<file path="src/rtl/knob_quad_pkg.sv">
package knob_quad_pkg;

    localparam int PAIR_W = 2;

    typedef logic [PAIR_W-1:0] pair_t;

    typedef enum logic [1:0] {
        STEP_IDLE = 2'd0,
        STEP_CW   = 2'd1,
        STEP_CCW  = 2'd2,
        STEP_JUMP = 2'd3
    } step_t;

    typedef struct packed {
        logic count;
        logic dir;
    } knob_out_t;

    // Gray pair to ring position 0..3
    function automatic logic [1:0] pair_to_pos(input pair_t p);
        return {p[1], p[1] ^ p[0]};
    endfunction

    // Ring position back to the Gray pair
    function automatic pair_t pos_to_pair(input logic [1:0] n);
        return {n[1], n[1] ^ n[0]};
    endfunction

    function automatic step_t classify(input pair_t prev, input pair_t cur);
        logic [1:0] pos;
        pos = pair_to_pos(prev);
        if (cur == prev)
            return STEP_IDLE;
        else if (cur == pos_to_pair(pos + 2'd1))
            return STEP_CW;
        else if (cur == pos_to_pair(pos - 2'd1))
            return STEP_CCW;
        else
            return STEP_JUMP;
    endfunction

endpackage

</file>
<file path="src/rtl/knob_pair_reg.sv">
module knob_pair_reg
    import knob_quad_pkg::*;
(
    input  logic  clk,
    input  logic  rst,
    input  pair_t pair_in,
    output pair_t pair_ref
);
    // The reference follows every sample, reset included, so after a
    // jump the next step is judged from the newly seen pair.
    always_ff @(posedge clk) begin
        if (rst)
            pair_ref <= pair_in;
        else
            pair_ref <= pair_in;
    end
endmodule

</file>
<file path="src/rtl/knob_step_detect.sv">
module knob_step_detect
    import knob_quad_pkg::*;
(
    input  pair_t prev_pair,
    input  pair_t cur_pair,
    output step_t step
);
    always_comb begin
        step = classify(prev_pair, cur_pair);
    end
endmodule

</file>
<file path="src/rtl/knob_out_gen.sv">
module knob_out_gen
    import knob_quad_pkg::*;
(
    input  logic      clk,
    input  logic      rst,
    input  step_t     step,
    output knob_out_t state
);
    knob_out_t nxt;

    always_comb begin
        nxt = state;
        unique case (step)
            STEP_CW: begin
                nxt.count = ~state.count;
                nxt.dir   = 1'b0;
            end
            STEP_CCW: begin
                nxt.count = ~state.count;
                nxt.dir   = 1'b1;
            end
            STEP_IDLE, STEP_JUMP: nxt = state;
            default:              nxt = state;
        endcase
    end

    always_ff @(posedge clk) begin
        if (rst)
            state <= '0;
        else
            state <= nxt;
    end
endmodule

</file>
<file path="src/rtl/knob_quad_decoder.sv">
module knob_quad_decoder
    import knob_quad_pkg::*;
(
    input  logic clk,
    input  logic rst,
    input  logic phase_a,
    input  logic phase_b,
    output logic count_o,
    output logic dir_o
);
    pair_t     cur_pair;
    pair_t     ref_pair;
    step_t     step;
    knob_out_t out_q;

    assign cur_pair = {phase_a, phase_b};

    knob_pair_reg u_ref (
        .clk      (clk),
        .rst      (rst),
        .pair_in  (cur_pair),
        .pair_ref (ref_pair)
    );

    knob_step_detect u_detect (
        .prev_pair (ref_pair),
        .cur_pair  (cur_pair),
        .step      (step)
    );

    knob_out_gen u_out (
        .clk   (clk),
        .rst   (rst),
        .step  (step),
        .state (out_q)
    );

    assign count_o = out_q.count;
    assign dir_o   = out_q.dir;
endmodule

</file>
<file path="config.mk">
export PLATFORM = sky130hd
export DESIGN_NAME = knob_quad_decoder
export DESIGN_NICKNAME = d
export VERILOG_FILES = /design/src/rtl/knob_quad_pkg.sv /design/src/rtl/knob_pair_reg.sv /design/src/rtl/knob_step_detect.sv /design/src/rtl/knob_out_gen.sv /design/src/rtl/knob_quad_decoder.sv
export SDC_FILE = /design/constraint.sdc
export NUM_CORES = 1
export LEC_CHECK = 0
export ABC_AREA = 1
export BUFFER_PORTS_ARGS = -buffer_cell sky130_fd_sc_hd__buf_4
export CORE_AREA = 2 2 39 41
export DETAILED_ROUTE_END_ITERATION = 7
export DIE_AREA = 0 0 41 43
export PLACE_DENSITY_LB_ADDON = 0.12
export SYNTH_ARGS = -nofsm -noshare
export SYNTH_HDL_FRONTEND = slang
export SYNTH_HIERARCHICAL = 1
export SYNTH_SLANG_ARGS = --single-unit
</file>
<file path="constraint.sdc">
create_clock -name clk -period 1.5 [get_ports clk]
set_input_delay 0.075 -clock clk [delete_from_list [all_inputs] [get_ports clk]]
set_output_delay 0.075 -clock clk [all_outputs]
set_load 0.01 [all_outputs]
</file>
After elaboration in Yosys (flattened, before gate mapping)
Cells that the tools add are included.
- $add $sub $neg: 2
- reduce and logical (&&, ||, !) cells: 2
- bitwise logic cells: 4
- muxes and demuxes: 4
- equal/unequal tests: 6
- operators with widths (cell ; number):
    $eq 2x2->1 ; 3
    $eq 2x2->1 const B ; 2
    $mux 2 ; 2
    $pmux 2 s2 ; 1
    $xor 1x1->1 ; 3
    $add 2x1->2 const B ; 1
    $eq 2x1->1 const B ; 1
    $logic_not 2->1 ; 1
    $reduce_or 2->1 ; 1
    $sub 2x1->2 const B ; 1
    $mux 1 ; 1
    $not 1->1 ; 1
- register bits: 4
- output and inout bits: 2

Depth between registers and ports, before layout
- depth in word-level cells: 9
- mapped depth: 12
- depth with buffers taken out: 12

By module
Netlist, hierarchy kept.
- by module, submodules not included (module ; cells an instance ; times used ; area an instance (um2)):
    knob_step_detect ; 29 ; 1 ; 108.9
    knob_out_gen ; 15 ; 1 ; 97.6
    knob_pair_reg ; 2 ; 1 ; 40.0

Worst setup path after synthesis
OpenSTA, ideal clock, no wires.
- kind: register to register
- start point: register u_ref.pair_ref[1]
- end point: register u_out/state[1] in the netlist's numbering
- data required time: 1387 ps
- library setup time: 113 ps
- path slack: 220 ps
- period minus slack after synthesis: 1280 ps
- stages on the path, launching flop included: 13
- data arrival time: 1167 ps
- path through: dfxtp_1 -> inv_2 -> nand2_1 -> nand2_1 -> nand2_1 -> nand2_1 -> inv_1 -> inv_1 -> ha_1 -> inv_1 -> nand2_1 -> nand2_1 -> nor2_1
- word-level cells in the longest chain between the ends: 9
- ends and longest elaborated chain (element ; line ; source):
    from (decl) ; knob_pair_reg.sv:7 ; output pair_t pair_ref
    from (signal assigned) ; knob_pair_reg.sv:13 ; pair_ref <= pair_in;
    from (signal assigned) ; knob_pair_reg.sv:15 ; pair_ref <= pair_in;
    $xor 1x1->1 ; knob_quad_pkg.sv:21 ; return {p[1], p[1] ^ p[0]};
    $sub 2x1->2 ; knob_quad_pkg.sv:36 ; else if (cur == pos_to_pair(pos - 2'd1))
    $xor 1x1->1 ; knob_quad_pkg.sv:26 ; return {n[1], n[1] ^ n[0]};
    $eq 2x2->1 ; knob_quad_pkg.sv:36 ;
    $mux 1 ; knob_quad_pkg.sv:36 ;
    $mux 2 ; knob_quad_pkg.sv:34 ; else if (cur == pos_to_pair(pos + 2'd1))
    $mux 2 (*) ; knob_quad_pkg.sv:32 ; if (cur == prev)
    named net step[0] ; knob_quad_decoder.sv:13 ; step_t step;
    $eq 2x2->1 / $logic_not 2->1 (equally long branches) ; knob_out_gen.sv:13 ; unique case (step)
    $reduce_or 2->1 (*) ; knob_out_gen.sv:13 ;
    to (signal assigned) ; knob_out_gen.sv:31 ; state <= nxt;
    to (decl) ; knob_out_gen.sv:7 ; output knob_out_t state
Mark *: on every way through the listed nets, which the timed path passes. The rest lies on a longest branch.
A chain may end at the register's enable or synchronous reset.

Final worst setup path
Same ends and word-level chain as after synthesis.

==> impl_metrics.py <==
metrics = {
    "drt": {
        "drc": 0,
        "antenna_left": 0,
        "wl_per_cell_um": 7.141,
        "dr.pass1.iters": 3,
        "drt-total-wl_um": 507,
        "drtIter0Drc": 1,
        "routed_via_density": 3.634,
        "via_count": 258,
    },
    "global_route": {
        "grt_first_pass_wirelength_um": 841,
        "grt_antenna_before_repair": 0,
        "grt_pass1_vias": 223,
        "grt_max_degree": 6,
        "grt_remaining_overflow": 0,
        "grt_usage": 0.07322,
    },
    "status": {
        "status": "finished clean",
    },
    "timing": {
        "hold_viol_final": 0,
        "slew_violations": 0,
        "setup_viol": 0,
        "relSlewSlack": 0.8579,
        "period_needed_ps": 1304,
        "tns_ps": 0,
        "setup_slack_ps": 196.1,
        "hold_slack_ps": 85.80,
        "fin_skew_ps": 6.077,
        "rsz0062_at_grt": "no",
        "worstMarginPinSlew_ps": 213.2,
        "fmax_mhz": 766.9,
        "post-route-period-util": 0.8693,
    },
    "cells_and_area": {
        "nets": 62,
        "fillers": 176,
        "diodes": 0,
        "area.sequential_sq_um": 80.08,
        "area_growth_pct": 44.67,
        "layout-drive-gt1-share": 0.2545,
        "post-route-cell-area_sq_um": 356.6,
        "instances_no_fill": 71,
        "multi_input_area_sq_um": 143.9,
        "utilization": 0.2577,
    },
    "logic_synthesis": {
        "synth_flop_cell": "dfxtp_1",
        "synthDistinctLibCells": 6,
        "synth_top_area_share": 0.4112,
        "synthArstFlopShare": 0,
        "ys_ff_latch": 4,
        "synth_common_cells": "nand2_1, inv_1, dfxtp_1, nor2_1, inv_2",
        "synth_area_per_cell_sq_um": 5.358,
        "ys_warn_count": 6,
        "yosysMostFrequentCell": "nand2_1",
        "netlist_instances": 46,
        "syn_nets": 51,
        "synth_area_leader_cell": "nand2_1",
        "synth_edf_count": 0,
        "yosys-top-cells-area": "nand2_1, dfxtp_1, inv_1",
        "syn_area_sq_um": 246.5,
        "seq_area_frac_synth": 0.3249,
    },
    "critical_path": {
        "timing.rr.end": "u_out/state[1]$_SDFFE_PP0N_",
        "path_max_fanout": 4,
        "ff2ff_path_depth": 11,
        "slowest_stage": "dfxtp_1",
        "crit_top_cell": "nand2_1",
        "crit_arrival_ps": 1430,
        "crit_path_end_kind": "flip-flop",
        "path_delay_family": "simple AND/OR/NAND/NOR gates",
        "start_kind": "flip-flop",
        "max_stage_delay_ps": 370,
        "cp_cell_sequence": "inv_2 -> nand2_1 -> nand2_1 -> nand2_1 -> nand2_1 -> inv_1 -> inv_2 -> ha_4 -> inv_2 -> nor2_2 -> nor2_1",
        "critical_path_buf_inv_count": 4,
        "crit_required_ps": 1630,
        "worstReg2RegStart": "u_ref/pair_ref[1]$_DFF_P_",
        "ff2ff_setup_slack_ps": 200,
        "worst-setup-path-type": "flip-flop to flip-flop",
    },
    "pwr": {
        "power_density_mw_per_mm2": 1021,
        "max-vdd-ir-drop_uv": 279.4,
        "p_leak_nw": 0.2230,
        "power_mw": 0.3640,
    },
    "floorplanning": {
        "fp.dieH_um": 43,
        "start_util": 0.1781,
        "core_area_sq_mm": 0.001384,
        "row_count": 14,
        "io_pins": 6,
        "die_area_sq_mm": 0.001763,
        "fp.dieW_um": 41,
    },
    "hold_path": {
        "hold_depth": 4,
        "hold_end": "u_out/state[0]$_SDFFE_PP0N_",
        "min-delay-start": "rst",
        "worstHoldPathType": "primary input to flip-flop",
    },
    "job": {
        "cap_violations": 0,
    },
    "clock_tree": {
        "cts_setup_buffers": 0,
        "h-tree-depth": 1,
        "root_buffer": "clkbuf_4",
        "cts_tree": "yes",
        "clock_latency_ps": 230,
        "cts_buffers": 3,
        "path_clk_slew_ps": 40,
        "cts_buffer_depth": 2,
        "clock-sinks": 4,
    },
    "placement": {
        "post-place-ws_ps": 100.8,
        "placed_area_sq_um": 304.0,
        "gp_congestion": 0.6186,
        "dp.final_hpwl_um": 398.3,
        "io_buffer_count": 5,
        "place_inst": 67,
    },
}
[cell families (layout without fill, tap and decap cells)]
group	count (synthesis)	in the layout	synth area share
adders and majority gates	1	1	0.05075
DFF	4	4	0.3249
and+or+nand+nor	31	31	0.4721
buffers and inverters	10	19	0.1523
[flip-flops by register name, summed over array words and instances, names as in the netlist]
signal          cells
u_out/state         2
u_ref/pair_ref      2
[power by group]
part / switching [mW] / total (mW) / internal (mW) / leakage (nW)
logic: 0.0532 / 0.103 / 0.0498 / 0.176
registers: 0.00981 / 0.130 / 0.120 / 0.0335
clock network: 0.0420 / 0.131 / 0.0894 / 0.0138
[final cells by class]
type	instances	share of cell area
clock buffers	3	0.06316
multi-input cells	32	0.4035
inverters	10	0.1053
well taps	16	0.05614
repair buffers	6	0.1474
flip-flops and latches	4	0.2246
[timing repair]
| action | CTS | global route |
|---|---|---|
| hold buffers | 2 | 0 |
| gates resized for setup | 0 | 5 |
| hold endpoints to repair | 2 | 0 |
| setup endpoints to repair | 0 | 2 |
[tightest hold or removal path: cells and delay by family]
kind	cells	cell delay (ps)
buf+inv	2	120
simple gates	2	80
[cell usage in the layout (no fill, tap or decap)]
cell and instances:
dfxtp_1 4, inv_2 5, dlygate4sd3_1 1, nor2_2 1, clkbuf_4 3, inv_1 5, nand2_1 27, ha_4 1
nor2_1 3, dlymetal6s4s_1 1, buf_4 4
[worst max-delay path by stage]
stage	startpoint	end	slack (ps)	cells after the start
detailed placement	u_ref/pair_ref[1]$_DFF_P_	u_out/state[1]$_SDFFE_PP0N_	100	12
finish	u_ref/pair_ref[1]$_DFF_P_	u_out/state[1]$_SDFFE_PP0N_	200	11
global route	u_ref/pair_ref[1]$_DFF_P_	u_out/state[1]$_SDFFE_PP0N_	60	12
CTS	phase_a	u_out/state[1]$_SDFFE_PP0N_	4	13
global placement	u_ref/pair_ref[1]$_DFF_P_	u_out/state[1]$_SDFFE_PP0N_	110	12
floorplan	u_ref/pair_ref[1]$_DFF_P_	u_out/state[1]$_SDFFE_PP0N_	220	12
[per-layer routing]
metal	GRT usage	up-vias	routed length, um
li1	-	149	-
met1	0.08654	106	243
met2	0.09688	3	244
met3	0.01571	0	19
met4	0.08000	0	0
met5	0	-	0
No activity file was read; power rests on OpenSTA's default activity.
